===== src/rtl/fc_pkg.sv =====
package fc_pkg;
  localparam int LVL_W  = 4;
  localparam int CFG_W  = 2 * LVL_W;
  localparam int GRAN_SH = 3;

  typedef enum logic {
    FC_RUN  = 1'b0,
    FC_HALT = 1'b1
  } fc_state_e;

  typedef struct packed {
    logic [LVL_W-1:0] resume_lvl;
    logic [LVL_W-1:0] stop_lvl;
  } fc_cfg_t;
endpackage


===== src/rtl/fc_thresh_reg.sv =====
module fc_thresh_reg
  import fc_pkg::*;
(
  input  logic             clk,
  input  logic             rst_n,
  input  logic             wr,
  input  logic [CFG_W-1:0] wdata,
  input  logic             gate_a,
  input  logic             gate_b,
  output fc_cfg_t          cfg
);
  logic wr_ok;
  assign wr_ok = wr & gate_a & gate_b;

  always_ff @(posedge clk or negedge rst_n) begin
    if (!rst_n)     cfg <= '0;
    else if (wr_ok) cfg <= fc_cfg_t'(wdata);
  end

  AST_WR_TAKES: assert property (@(posedge clk) disable iff (!rst_n)
    (wr && gate_a && gate_b) |=> (cfg == $past(wdata)));
  AST_WR_BLOCKED: assert property (@(posedge clk) disable iff (!rst_n)
    (wr && !(gate_a && gate_b)) |=> $stable(cfg));
endmodule


===== src/rtl/fc_level_cmp.sv =====
module fc_level_cmp
  import fc_pkg::*;
#(
  parameter int FILL_W = 8
)(
  input  logic [FILL_W-1:0] fill,
  input  fc_cfg_t           cfg,
  output logic              at_stop,
  output logic              at_resume
);
  localparam int TH_W  = LVL_W + GRAN_SH;
  localparam int CMP_W = (FILL_W > TH_W) ? FILL_W : TH_W;

  logic [CMP_W-1:0] fill_x;
  logic [1:0]       hit;
  assign fill_x = CMP_W'(fill);

  // lane 0: stop (fill >= level*8), lane 1: resume (fill <= level*8)
  for (genvar g = 0; g < 2; g++) begin : g_lane
    logic [LVL_W-1:0] lvl;
    logic [CMP_W-1:0] th;
    assign lvl = (g == 0) ? cfg.stop_lvl : cfg.resume_lvl;
    assign th  = CMP_W'({lvl, {GRAN_SH{1'b0}}});
    if (g == 0) begin : g_ge
      assign hit[g] = (fill_x >= th);
    end else begin : g_le
      assign hit[g] = (fill_x <= th);
    end
  end

  assign at_stop   = hit[0];
  assign at_resume = hit[1];
endmodule


===== src/rtl/fc_hyst_fsm.sv =====
module fc_hyst_fsm
  import fc_pkg::*;
(
  input  logic clk,
  input  logic rst_n,
  input  logic hw_en,
  input  logic sw_en,
  input  logic sw_rts,
  input  logic at_stop,
  input  logic at_resume,
  output logic rts_n,
  output logic xoff_req,
  output logic xon_req
);
  fc_state_e st;
  logic      active;
  assign active = hw_en | sw_en;

  always_ff @(posedge clk or negedge rst_n) begin
    if (!rst_n) begin
      st       <= FC_RUN;
      xoff_req <= 1'b0;
      xon_req  <= 1'b0;
    end else begin
      xoff_req <= 1'b0;
      xon_req  <= 1'b0;
      if (!active) begin
        st <= FC_RUN;
      end else begin
        unique case (st)
          FC_RUN: if (at_stop) begin
            st       <= FC_HALT;
            xoff_req <= sw_en;
          end
          FC_HALT: if (at_resume) begin
            st      <= FC_RUN;
            xon_req <= sw_en;
          end
          default: st <= FC_RUN;
        endcase
      end
    end
  end

  assign rts_n = hw_en ? (st == FC_HALT) : ~sw_rts;

  AST_HALT_ENTRY: assert property (@(posedge clk) disable iff (!rst_n)
    (active && st == FC_RUN && at_stop) |=> (st == FC_HALT));
  AST_XOFF_PULSE: assert property (@(posedge clk) disable iff (!rst_n)
    xoff_req |=> !xoff_req);
  AST_RESUME_ENTRY: assert property (@(posedge clk) disable iff (!rst_n)
    (active && st == FC_HALT && at_resume) |=> (st == FC_RUN));
  AST_FORCE_RUN: assert property (@(posedge clk) disable iff (!rst_n)
    !active |=> (st == FC_RUN && !xon_req));
  AST_SW_QUIET: assert property (@(posedge clk) disable iff (!rst_n)
    !sw_en |=> (!xoff_req && !xon_req));
  AST_REQ_EXCL: assert property (@(posedge clk) disable iff (!rst_n)
    !(xoff_req && xon_req));
endmodule


===== src/rtl/rx_flow_hyst.sv =====
module rx_flow_hyst
  import fc_pkg::*;
#(
  parameter int FILL_W = 8
)(
  input  logic              clk,
  input  logic              rst_n,
  input  logic              cfg_wr,
  input  logic [7:0]        cfg_wdata,
  input  logic              feat_en,
  input  logic              mctl_en,
  input  logic              hw_fc_en,
  input  logic              sw_fc_en,
  input  logic              sw_rts,
  input  logic [FILL_W-1:0] fill_cnt,
  output logic [7:0]        cfg_q,
  output logic              rts_n,
  output logic              xoff_req,
  output logic              xon_req
);
  fc_cfg_t cfg;
  logic    at_stop, at_resume;

  fc_thresh_reg i_reg (
    .clk(clk), .rst_n(rst_n), .wr(cfg_wr), .wdata(cfg_wdata),
    .gate_a(feat_en), .gate_b(mctl_en), .cfg(cfg)
  );

  fc_level_cmp #(.FILL_W(FILL_W)) i_cmp (
    .fill(fill_cnt), .cfg(cfg), .at_stop(at_stop), .at_resume(at_resume)
  );

  fc_hyst_fsm i_fsm (
    .clk(clk), .rst_n(rst_n), .hw_en(hw_fc_en), .sw_en(sw_fc_en),
    .sw_rts(sw_rts), .at_stop(at_stop), .at_resume(at_resume),
    .rts_n(rts_n), .xoff_req(xoff_req), .xon_req(xon_req)
  );

  assign cfg_q = cfg;

  AST_RESET_QUIET: assert property (@(posedge clk)
    !rst_n |=> (cfg_q == 8'h00 || rst_n));
endmodule


===== config.mk =====
export PLATFORM = sky130hd
export DESIGN_NAME = rx_flow_hyst
export DESIGN_NICKNAME = d
export VERILOG_FILES = /design/src/rtl/fc_pkg.sv /design/src/rtl/fc_thresh_reg.sv /design/src/rtl/fc_level_cmp.sv /design/src/rtl/fc_hyst_fsm.sv /design/src/rtl/rx_flow_hyst.sv
export SDC_FILE = /design/constraint.sdc
export NUM_CORES = 1
export LEC_CHECK = 0
export ABC_CLOCK_PERIOD_IN_PS = 2100
export BUFFER_PORTS_ARGS = -buffer_cell sky130_fd_sc_hd__buf_2
export CAP_MARGIN = 15
export CORE_MARGIN = 5
export CORE_UTILIZATION = 42
export DETAILED_ROUTE_END_ITERATION = 8
export GPL_ROUTABILITY_DRIVEN = 0
export HOLD_SLACK_MARGIN = 0.02
export PLACE_DENSITY = 0.76
export SLEW_MARGIN = 20
export SYNTH_ARGS = -nofsm -noshare
export SYNTH_HDL_FRONTEND = slang
export SYNTH_SLANG_ARGS = --single-unit
export TNS_END_PERCENT = 100

===== constraint.sdc =====
create_clock -name clk -period 2.1 [get_ports clk]
set_clock_uncertainty 0.05 [all_clocks]
set_input_delay 0 -clock clk [delete_from_list [all_inputs] [get_ports clk]]
set_output_delay 0 -clock clk [all_outputs]
set_load 0.05 [all_outputs]

## Word-level counts from Yosys, hierarchy flattened

Index checks and enable logic that the tools add are counted.

- Bitwise gates (word level): 5
- Order comparisons: 2
- Muxes and demuxes: 11

Operators with widths:

| operator | number |
|---|---|
| $mux W1 | 10 |
| $ge A8 B7 Y1 | 1 |
| $le A8 B7 Y1 | 1 |
| $and A1 B1 Y1 | 2 |
| $not A1 Y1 | 2 |
| $pmux W1 S2 | 1 |
| $or A1 B1 Y1 | 1 |

- Register bits after elaboration: 11
- Bits of input ports: 24
- Output and inout bits: 11
- Logic and storage cells: 23

## Logic depth before layout (Yosys ltp)

Gate-level depths: netlist of run 1.

- Word-level depth: 4
- Gate-level depth with buffers: 6

## By module

Synthesis of run 1 repeated with hierarchy kept, for this count alone.

- Cells, all modules: 54
- Area total of the unflattened synthesis: 636.9 um^2

Modules (own cells, without submodules):

| module | area each (um^2) | cells each | instances |
|---|---|---|---|
| fc_thresh_reg | 307.8 | 17 | 1 |
| fc_level_cmp | 211.5 | 28 | 1 |
| fc_hyst_fsm | 117.6 | 9 | 1 |

## Worst setup path after synthesis of run 1

OpenSTA, ideal clock, no wires.

- Kind: register to register
- Start: register i_reg.cfg[2] (netlist name)
- End: register i_fsm.st
- Cell stages (with the launch flop): 7
- Data arrival time: 1.691 ns
- Slack: 0.230 ns
- Path through: dfrtp_1 inv_1 ha_1 a21o_1 a211o_1 o32ai_1 a31oi_1

- Word-level cells in the longest chain between the ends: 4

Ends and longest elaborated chain:

| what | line | text |
|---|---|---|
| $ge A8 B7 Y1 | fc_level_cmp.sv:25 | `assign hit[g] = (fill_x >= th);` |
| $mux W1 | fc_hyst_fsm.sv:31 | `FC_RUN: if (at_stop) begin` |
| $pmux W1 S2 | fc_hyst_fsm.sv:30 | `unique case (st)` |
| $mux W1 | fc_hyst_fsm.sv:27 | `if (!active) begin` |
| to (signal assigned) | fc_hyst_fsm.sv:28 | `st <= FC_RUN;` |
| to (signal assigned) | fc_hyst_fsm.sv:32 | `st <= FC_HALT;` |
| to (signal assigned) | fc_hyst_fsm.sv:36 | `st <= FC_RUN;` |
| to (decl) | fc_hyst_fsm.sv:15 | `fc_state_e st;` |

Every way passes these cells.
A chain may end at the register's enable or synchronous reset.

## Worst setup path in the final report of run 1

- Start: register i_reg.cfg[0] (netlist name)
- End: register i_fsm.st

- Word-level cells in the longest chain between the ends: 4

Ends and longest elaborated chain:

| what | line |
|---|---|
| $ge A8 B7 Y1 | fc_level_cmp.sv:25 |
| $mux W1 | fc_hyst_fsm.sv:31 |
| $pmux W1 S2 | fc_hyst_fsm.sv:30 |
| $mux W1 | fc_hyst_fsm.sv:27 |

Every way passes these cells.

==> flow_metrics.env, run 1 <==
export IMPL_cts_max_level=1
export IMPL_cts_path_max_buffers=2
export IMPL_dieArea_mm2=0.002380
export IMPL_period_minus_slack_ns=1.655
export IMPL_viasPerCell=4.850
export IMPL_path_class="reg -> reg"
export IMPL_synth_ff_type="dfrtp_1"
export IMPL_first_pass_iters=2
export IMPL_p_per_area_mw_per_mm2=797.9
export IMPL_grt_pass1_vias=674
export IMPL_track_usage=0.1464
export IMPL_rsz0062_at_grt="false"
export IMPL_grt_overflow_total=0
export IMPL_initial_core_util=0.4294
export IMPL_area_growth_pct=53.27
export IMPL_synth_cell_types=19
export IMPL_io_pins=35
export IMPL_synth_nets=86
export IMPL_hold_buffers=12
export IMPL_wire_per_inst_um=13.05
export IMPL_max_slew_margin=0.7397
export IMPL_cts_root_buffer="clkbuf_4"
export IMPL_fin_crit_sh=0.7883
export IMPL_dp_slack_ns=0.4479
export IMPL_p_leak_nw=0.5346
export IMPL_cp_data_required_time_ns=2.24
export IMPL_final_layout_size_suffix_gt1_frac=0.4519
export IMPL_end_kind="flip-flop"
export IMPL_synth_top_area_frac=0.4356
export IMPL_vias=582
export IMPL_grt_pass1_wl_mm=2.787
export IMPL_ir_worst_vdd_mv=0.4992
export IMPL_cts_tree="built"
export IMPL_n_antenna_cell=0
export IMPL_clock_fmax_ghz=0.6041
export IMPL_worstPathMaxFanout=3
export IMPL_synth_edf_count=0
export IMPL_synth_area_um2=631.9
export IMPL_start_kind="flip-flop"
export IMPL_final_net_count=137
export IMPL_ys_seq_area_frac=0.4356
export IMPL_synthArstFlopShare=1.000
export IMPL_worst_pin_slew_ns=0.3893
export IMPL_synth_common_cells="dfrtp_1 (11), inv_1 (9), ha_1 (8), mux2_2 (8)"
export IMPL_portBuffers=34
export IMPL_syn_area_per_cell_um2=11.70
export IMPL_totalWireLength_mm=1.566
export IMPL_netlist_instances=54
export IMPL_synth_largest_area_cell="dfrtp_1"
export IMPL_cts_made_buffers=3
export IMPL_finalWorstSetupSlack_ns=0.4447
export IMPL_fp_dieH_um=48.79
export IMPL_ys_seq_elements=11
export IMPL_cts_resized=0
export IMPL_ant_nets=0
export IMPL_clk_pin_slew_ns=0.07
export IMPL_cts_setup_buffers=0
export IMPL_dp_final_hpwl_mm=1.277
export IMPL_synth_area_top_cells="dfrtp_1 (44%), ha_1 (16%), mux2_2 (14%), inv_1 (5.3%), a211o_1 (2.8%)"
export IMPL_hold_viol=0
export IMPL_drt_iter0_markers=2
export IMPL_min_path_type="in -> async"
export IMPL_core_mm2=0.001471
export IMPL_rows=14
export IMPL_tns_ns=0
export IMPL_synth_most_common_cell="dfrtp_1"
export IMPL_yosysWarnings=0
export IMPL_slew_viol_final=0
export IMPL_clock_sinks=11
export IMPL_setup_viol=0
export IMPL_insertion_delay_ns=0.27
export IMPL_antenna_found_initial=0
export IMPL_die_w_um=48.79
export IMPL_grt_max_degree=12
export IMPL_cp_data_arrival_time_ns=1.80
export IMPL_drv_cap=0
export IMPL_run_status="finished, final reports clean"
export IMPL_drc_errors=0
## layout make-up
class,count,area (um2)
Clock buffer,4,26.28
Fill cell,133,503.0
Inverter,9,33.78
Multi-Input combinational cell,34,322.8
Sequential cell,11,275.3
Tap cell,16,20.02
Timing Repair Buffer,46,290.3
## report_power, final
| part | switching, mW | leakage, nW | internal (mW) | total [mW] |
|---|---|---|---|---|
| clock | 0.0709 | 0.0150 | 0.0736 | 0.144 |
| combinational | 0.225 | 0.387 | 0.127 | 0.352 |
| sequential | 0.0258 | 0.133 | 0.250 | 0.276 |
| total | 0.322 | 0.535 | 0.451 | 0.773 |
## per-stage QoR
stage	std cells	util	power [mW]	hold WS, ns	area, um2
floorplan	54	-	0.5215	-0.3456	631.9
global placement	104	0.5587	0.6046	-0.1683	822.0
detailed placement	104	0.5587	0.6181	-0.1652	822.0
CTS	120	0.6582	0.7808	0.08109	968.4
global route	120	0.6582	0.8269	0.1008	968.4
finish	120	0.6582	0.7727	0.07001	968.4
## metal layers
metal,track usage,wire length [um]
met1,0.1578,608
met2,0.2500,816
met3,0.04893,108
met4,0.07623,33
met5,0,0
## state kept, by name (all words and copies together), names as in the netlist
signal and flops:
i_fsm.st 1, i_fsm.xon_req 1, i_fsm.xoff_req 1, i_reg.cfg 8
## worst max-delay path, cell delays in order, from the launching register on
cell and delay (ns):
dfrtp_1 0.40, ha_1 0.28, or4b_4 0.46, a21oi_2 0.17
o32ai_1 0.10, a31oi_1 0.14
## placed cells by master (no fill, tap or decap), drive strengths merged, types with 2 or more instances in the layout
master,instances
buf,34
clkbuf,4
nor2,2
a211o,2
inv,9
ha,8
dfrtp,11
dlygate4sd3,12
mux2,8
nand3,2
## cell families after synthesis
group                    count (synthesis)  share of synthesized area
AO/OA/AOI/OAI                            8                     0.1010
adder cells (fa/ha/maj)                  8                     0.1584
multiplexers                             9                     0.1584
flip-flops                              11                     0.4356
AND/OR/NAND/NOR                          9                    0.09309
buffers and inverters                    9                    0.05346
## final timing paths
kind,startpoint,end,slack (ns),cells after the start
worst max-delay path,i_reg.cfg[0]$_DFFE_PN0P_,i_fsm.st$_DFF_PN0_,0.44,5
worst min-delay path,rst_n,i_fsm.st$_DFF_PN0_,0.07,2
worst max register to register,i_reg.cfg[0]$_DFFE_PN0P_,i_fsm.st$_DFF_PN0_,0.44,5
worst min register to register,i_fsm.st$_DFF_PN0_,i_fsm.st$_DFF_PN0_,0.47,1
max in group asynchronous,rst_n,i_fsm.xoff_req$_DFF_PN0_,1.73,2
min in group clk,fill_cnt[2],i_fsm.xoff_req$_DFF_PN0_,0.21,4
No activity file was read; power rests on OpenSTA's default activity.
==> run 2, diff against run 1 <==
--- a/config.mk
+++ b/config.mk
@@ -5,15 +5,16 @@
 export SDC_FILE = /design/constraint.sdc
 export NUM_CORES = 1
 export LEC_CHECK = 0
-export ABC_CLOCK_PERIOD_IN_PS = 2100
+export ABC_AREA = 1
+export ABC_CLOCK_PERIOD_IN_PS = 1500
 export BUFFER_PORTS_ARGS = -buffer_cell sky130_fd_sc_hd__buf_2
 export CAP_MARGIN = 15
 export CORE_MARGIN = 5
-export CORE_UTILIZATION = 42
+export CORE_UTILIZATION = 39
 export DETAILED_ROUTE_END_ITERATION = 8
 export GPL_ROUTABILITY_DRIVEN = 0
 export HOLD_SLACK_MARGIN = 0.02
-export PLACE_DENSITY = 0.76
+export PLACE_DENSITY = 0.73
 export SLEW_MARGIN = 20
 export SYNTH_ARGS = -nofsm -noshare
 export SYNTH_HDL_FRONTEND = slang
==> constraint.sdc (replaced) <==
create_clock -name clk -period 1.5 [get_ports clk]
set_clock_uncertainty 0.05 [all_clocks]
set_input_delay 0 -clock clk [delete_from_list [all_inputs] [get_ports clk]]
set_output_delay 0 -clock clk [all_outputs]
set_load 0.05 [all_outputs]
==> run 2 against run 1 <==
Compared with the run above:
- synthesized area rose by 6.5%
- synthesized cell count is 59% higher
- worst hold slack got worse by 0.031 ns
- combinational power grew 27%
==> flow_metrics.env, run 2 <==
export IMPL_synth_area_um2=673.1
export IMPL_synth_ff_type="dfrtp_1"
export IMPL_rows=15
export IMPL_run_status="finished, final reports clean"
export IMPL_synth_xor_area_frac=0
export IMPL_yosys_mux_area_fraction=0.03346
export IMPL_min_path_cells=4
export IMPL_ys_seq_area_frac=0.4089
export IMPL_dieArea_mm2=0.002657
export IMPL_synth_largest_area_cell="dfrtp_1"
export IMPL_netlist_instances=86
export IMPL_n_antenna_cell=0
export IMPL_ant_nets=0
export IMPL_synth_edf_count=0
export IMPL_insertion_delay_ns=0.28
export IMPL_cts_max_level=1
export IMPL_grt_overflow_total=0
export IMPL_yosysWarnings=0
export IMPL_tns_ns=0
export IMPL_cts_made_buffers=3
export IMPL_placed_area_um2=870.8
export IMPL_synth_top_area_frac=0.4089
export IMPL_fillers=165
export IMPL_io_pins=35
export IMPL_first_pass_iters=3
export IMPL_die_w_um=51.55
export IMPL_min_path_type="in -> reg"
export IMPL_grt_pass1_vias=693
export IMPL_cts_setup_buffers=0
export IMPL_ir_worst_vdd_mv=0.4910
export IMPL_viasPerCell=4.623
export IMPL_core_mm2=0.001689
export IMPL_synth_compound_area_share=0.07993
export IMPL_p_per_area_mw_per_mm2=1035
export IMPL_max_slew_margin=0.8328
export IMPL_worstPathMaxFanout=2
export IMPL_p_leak_nw=0.5701
export IMPL_initial_core_util=0.3985
export IMPL_final_layout_size_suffix_gt1_frac=0.3507
export IMPL_synth_most_common_cell="nand2_1"
export IMPL_min_from="hw_fc_en"
export IMPL_final_net_count=167
export IMPL_total_power_mw=1.033
export IMPL_vias=698
export IMPL_portBuffers=34
export IMPL_track_usage=0.1404
export IMPL_fin_crit_sh=0.8969
export IMPL_drt_iter0_markers=12
export IMPL_totalWireLength_mm=1.676
export IMPL_final_common_cell="buf_2"
export IMPL_rrSetupSlack_ns=0.15
export IMPL_regMostFlops="i_reg.cfg"
export IMPL_antenna_found_initial=0
export IMPL_cts_path_max_buffers=2
export IMPL_r2r_start="i_reg.cfg[5]$_DFFE_PN0P_"
export IMPL_wire_per_inst_um=11.10
export IMPL_drv_cap=0
export IMPL_clk_pin_slew_ns=0.08
export IMPL_area_growth_pct=48.14
export IMPL_final_util=0.5904
export IMPL_synth_top_family_by_area="simple AND/OR/NAND/NOR gates"
export IMPL_stdcell_count=151
export IMPL_rsz0062_at_grt="false"
export IMPL_min_to="i_fsm.st$_DFF_PN0_"
export IMPL_cts_root_buffer="clkbuf_4"
export IMPL_cp_data_arrival_time_ns=1.47
export IMPL_cp_data_required_time_ns=1.62
export IMPL_drc_errors=0
export IMPL_synth_area_top_cells="dfrtp_1 (41%), ha_1 (15%), nand2_1 (9.5%), inv_1 (8.4%), nor2_1 (8.4%)"
export IMPL_hold_viol=0
export IMPL_grt_pass1_wl_mm=2.746
export IMPL_synth_common_cells="nand2_1 (17), inv_1 (15), nor2_1 (15)"
export IMPL_synthArstFlopShare=1.000
export IMPL_worstReg2RegEnd="i_fsm.st$_DFF_PN0_"
export IMPL_worst_pin_slew_ns=0.2508
export IMPL_synth_simple_area_share=0.2342
export IMPL_slew_viol_final=0
export IMPL_clock_sinks=11
export IMPL_grt_max_degree=13
export IMPL_setup_viol=0
export IMPL_largest_register_ffs=8
export IMPL_fp_dieH_um=51.55
export IMPL_clock_fmax_ghz=0.7433
export IMPL_synth_nets=118
export IMPL_syn_area_per_cell_um2=7.827
export IMPL_cts_tree="built"
export IMPL_end_kind="flip-flop"
export IMPL_placedCellCount=137
export IMPL_synth_fa_ha_area_frac=0.1487
export IMPL_start_kind="flip-flop"
export IMPL_reg2regPathDepth=8
export IMPL_ys_seq_elements=11
export IMPL_synth_cell_types=13
export IMPL_period_minus_slack_ns=1.345
export IMPL_design_area_um2=997.2
export IMPL_mostFrequentLayoutCells="buf_2 (34), nand2_1 (17), inv_1 (15), nor2_1 (15), dlygate4sd3_1 (10)"
export IMPL_dp_final_hpwl_mm=1.199
export IMPL_path_class="reg -> reg"
[run 2: cell types whose count changed after synthesis, moves of 2 or more]
cell / previous run / this run
nor2_1: 2 / 15
mux2_2: 8 / 2
nand2_1: 0 / 17
nand3_1: 2 / 5
inv_1: 9 / 15
a211o_1: 2 / 0
a21oi_1: 0 / 8
[run 2: per-layer routing]
layer	routed length, um	vias to the layer above	global-route usage
met4	31	0	0.07860
met5	0	-	0
li1	-	364	-
met3	102	4	0.01719
met2	856	23	0.2775
met1	686	307	0.1374
[run 2: how the worst max path moves through the flow]
stage | from | end | slack, ns | cells past startpoint
5_1_grt | i_reg.cfg[6]$_DFFE_PN0P_ | i_fsm.st$_DFF_PN0_ | 0.02 | 8
6_report | i_reg.cfg[5]$_DFFE_PN0P_ | i_fsm.st$_DFF_PN0_ | 0.15 | 8
3_5_place_dp | i_reg.cfg[5]$_DFFE_PN0P_ | i_fsm.st$_DFF_PN0_ | 0.16 | 8
4_1_cts | i_reg.cfg[5]$_DFFE_PN0P_ | i_fsm.st$_DFF_PN0_ | 0.15 | 8
2_1_floorplan | i_reg.cfg[1]$_DFFE_PN0P_ | i_fsm.st$_DFF_PN0_ | 0.01 | 8
3_3_place_gp | i_reg.cfg[6]$_DFFE_PN0P_ | i_fsm.st$_DFF_PN0_ | 0.19 | 8
[run 2: logic make-up after synthesis]
group                    count (synthesis)
AO/OA/AOI/OAI                           10
multiplexers                             2
adder cells (fa/ha/maj)                  8
buffers and inverters                   16
flip-flops                              11
AND/OR/NAND/NOR                         39
[run 2: through the flow]
step           hold WS (ns)  setup WS (ns)
2_1_floorplan       -0.3456        0.01296
3_3_place_gp        -0.1662         0.1874
3_5_place_dp        -0.1680         0.1619
4_1_cts             0.04546         0.1478
5_1_grt             0.07567        0.01711
6_report            0.03904         0.1546
[run 2: cell type report]
class,instances,area [um2],area share
clock buffer,4,26.28,0.02635
inverter,15,56.30,0.05646
multi-input combinational,59,334.1,0.3350
sequential,11,281.5,0.2823
tap,17,21.27,0.02133
timing repair buffer,45,277.8,0.2785
[run 2: where the power goes]
group | total [mW] | switching [mW] | leakage [nW] | internal, mW
logic | 0.446 | 0.303 | 0.432 | 0.143
clock network | 0.215 | 0.112 | 0.0150 | 0.103
registers | 0.372 | 0.0247 | 0.123 | 0.347
[run 2: worst max-delay path, stage by stage (launching register included)]
cell     delay [ns]
dfrtp_2        0.40
inv_1          0.08
ha_1           0.23
nand2_1        0.09
inv_1          0.04
nand3_1        0.07
nand3_1        0.09
a21oi_1        0.14
nor2_1         0.05
[run 2: repair_timing]
item,CTS,global route
hold buffers,10,0
endpoints found under the hold margin,21,0
resized for setup,0,0
==> run 3, diff against run 2 <==
--- a/config.mk
+++ b/config.mk
@@ -15,6 +15,7 @@
 export GPL_ROUTABILITY_DRIVEN = 0
 export HOLD_SLACK_MARGIN = 0.02
 export PLACE_DENSITY = 0.73
+export RECOVER_POWER = 50
 export SLEW_MARGIN = 20
 export SYNTH_ARGS = -nofsm -noshare
 export SYNTH_HDL_FRONTEND = slang
==> run 3 against run 2 <==
Compared with the run above:
- first-iteration DRC count stayed put
- critical path type unchanged
- critical endpoint unchanged
- sequential cell count unchanged
- utilization is 0.074 points lower
==> flow_metrics.env, run 3 (same netlist as run 2, synthesis figures left out) <==
export IMPL_dieArea_mm2=0.002657
export IMPL_fillers=166
export IMPL_min_from="hw_fc_en"
export IMPL_tns_ns=0
export IMPL_grt_max_degree=13
export IMPL_setup_worst_path_start="i_reg.cfg[5]$_DFFE_PN0P_"
export IMPL_vias=696
export IMPL_clock_sinks=11
export IMPL_cts_resized=0
export IMPL_path_cells="inv_1 -> ha_1 -> nand2_1 -> inv_1 -> nand3_1 -> nand3_1 -> a21oi_1 -> nor2_1"
export IMPL_grt_pass1_vias=693
export IMPL_cts_path_max_buffers=2
export IMPL_cts_max_level=1
export IMPL_viasPerCell=4.609
export IMPL_final_common_cell="buf_2"
export IMPL_initial_core_util=0.3985
export IMPL_dp_final_hpwl_mm=1.199
export IMPL_multi_input_area_um2=334.1
export IMPL_io_pins=35
export IMPL_drc_errors=0
export IMPL_end_kind="flip-flop"
export IMPL_drt_iter0_markers=12
export IMPL_r2r_start="i_reg.cfg[5]$_DFFE_PN0P_"
export IMPL_period_minus_slack_ns=1.345
export IMPL_regMostFlops="i_reg.cfg"
export IMPL_mostFrequentLayoutCells="buf_2 (33), nand2_1 (17), inv_1 (15), nor2_1 (15), dlygate4sd3_1 (10)"
export IMPL_cts_tree="built"
export IMPL_first_pass_iters=3
export IMPL_min_path_type="in -> reg"
export IMPL_p_leak_nw=0.5673
export IMPL_endpoint="i_fsm.st$_DFF_PN0_"
export IMPL_final_layout_size_suffix_gt1_frac=0.3433
export IMPL_fp_dieH_um=51.55
export IMPL_die_w_um=51.55
export IMPL_setup_viol=0
export IMPL_cp_data_arrival_time_ns=1.47
export IMPL_final_net_count=167
export IMPL_reg2regPathDepth=8
export IMPL_cp_slowest_cell="dfrtp_2"
export IMPL_drv_cap=0
export IMPL_worstPathMaxFanout=2
export IMPL_worstReg2RegEnd="i_fsm.st$_DFF_PN0_"
export IMPL_wire_per_inst_um=11.09
export IMPL_clock_fmax_ghz=0.7433
export IMPL_start_kind="flip-flop"
export IMPL_rsz0062_at_grt="false"
export IMPL_area_growth_pct=47.96
export IMPL_core_mm2=0.001689
export IMPL_total_power_mw=1.032
export IMPL_grt_pass1_wl_mm=2.746
export IMPL_placed_area_um2=870.8
export IMPL_track_usage=0.1404
export IMPL_portBuffers=34
export IMPL_cp_data_required_time_ns=1.62
export IMPL_max_slew_margin=0.6027
export IMPL_grt_overflow_total=0
export IMPL_cpPeakStageDelay_ns=0.40
export IMPL_clk_pin_slew_ns=0.08
export IMPL_seq_area_um2=281.5
export IMPL_ir_worst_vdd_mv=0.4904
export IMPL_fin_crit_sh=0.8969
export IMPL_insertion_delay_ns=0.28
export IMPL_rows=15
export IMPL_largest_register_ffs=8
export IMPL_n_antenna_cell=0
export IMPL_cts_made_buffers=3
export IMPL_totalWireLength_mm=1.675
export IMPL_ant_nets=0
export IMPL_p_per_area_mw_per_mm2=1036
export IMPL_run_status="finished, final reports clean"
export IMPL_worst_pin_slew_ns=0.5959
export IMPL_cts_root_buffer="clkbuf_4"
export IMPL_path_class="reg -> reg"
export IMPL_design_area_um2=996.0
export IMPL_slew_viol_final=0
export IMPL_hold_viol=0
export IMPL_rrSetupSlack_ns=0.15
export IMPL_antenna_found_initial=0
==> run 3: cell types whose count changed in the layout (fill, tap and decap cells not counted), sizes merged <==
cell,previous run,this run
buf,35,34
clkbuf,4,5
==> run 3: metrics by stage <==
stage | utilization | worst slack [ns] | std cells | hold WS [ns]
after floorplan | - | 0.01296 | 86 | -0.3456
after CTS | 0.5904 | 0.1478 | 151 | 0.04546
after global routing | 0.5896 | 0.01711 | 151 | 0.07567
after detailed placement | 0.5156 | 0.1619 | 137 | -0.1680
after global placement | 0.5156 | 0.1874 | 137 | -0.1662
final | 0.5896 | 0.1546 | 151 | 0.03904
==> run 3: repair_timing <==
item	CTS	global route
hold endpoints to repair	21	0
buffers inserted	0	0
hold buffers	10	0
==> run 3: worst min path at each step <==
stage               depth (start not counted)  slack (ns)                       to
floorplan                                   0       -0.35       i_fsm.st$_DFF_PN0_
global placement                            1       -0.17  i_fsm.xon_req$_DFF_PN0_
detailed placement                          1       -0.17  i_fsm.xon_req$_DFF_PN0_
CTS                                         4        0.05       i_fsm.st$_DFF_PN0_
global route                                4        0.08       i_fsm.st$_DFF_PN0_
finish                                      4        0.04       i_fsm.st$_DFF_PN0_
==> run 3: layer usage <==
metal | share of wire | vias to the layer above | global-route usage
li1 | - | 364 | -
met1 | 0.41 | 305 | 0.1374
met2 | 0.51 | 23 | 0.2775
met3 | 0.061 | 4 | 0.01719
met4 | 0.019 | 0 | 0.07860
met5 | 0 | - | 0
==> run 3: report_power, final <==
part           leakage (nW)  total (mW)  internal (mW)  switching, mW
registers             0.123       0.372          0.347         0.0247
clock network        0.0150       0.215          0.103          0.112
logic                 0.429       0.446          0.143          0.303
total                 0.567        1.03          0.593          0.439
==> run 3: layout make-up <==
| type | count | area share |
|---|---|---|
| Tap cell | 17 | 0.02136 |
| Sequential cell | 11 | 0.2827 |
| Inverter | 15 | 0.05653 |
| Timing Repair Buffer | 45 | 0.2776 |
| Clock buffer | 4 | 0.02638 |
| Multi-Input combinational cell | 59 | 0.3354 |
==> run 3: worst max-delay path, delay by kind of cell, from the launching register on <==
| family | cells | cell delay [ns] |
|---|---|---|
| compound gates | 1 | 0.14 |
| fa+ha+maj | 1 | 0.23 |
| simple gates | 4 | 0.30 |
| buf+inv | 2 | 0.12 |
| flops | 1 | 0.40 |
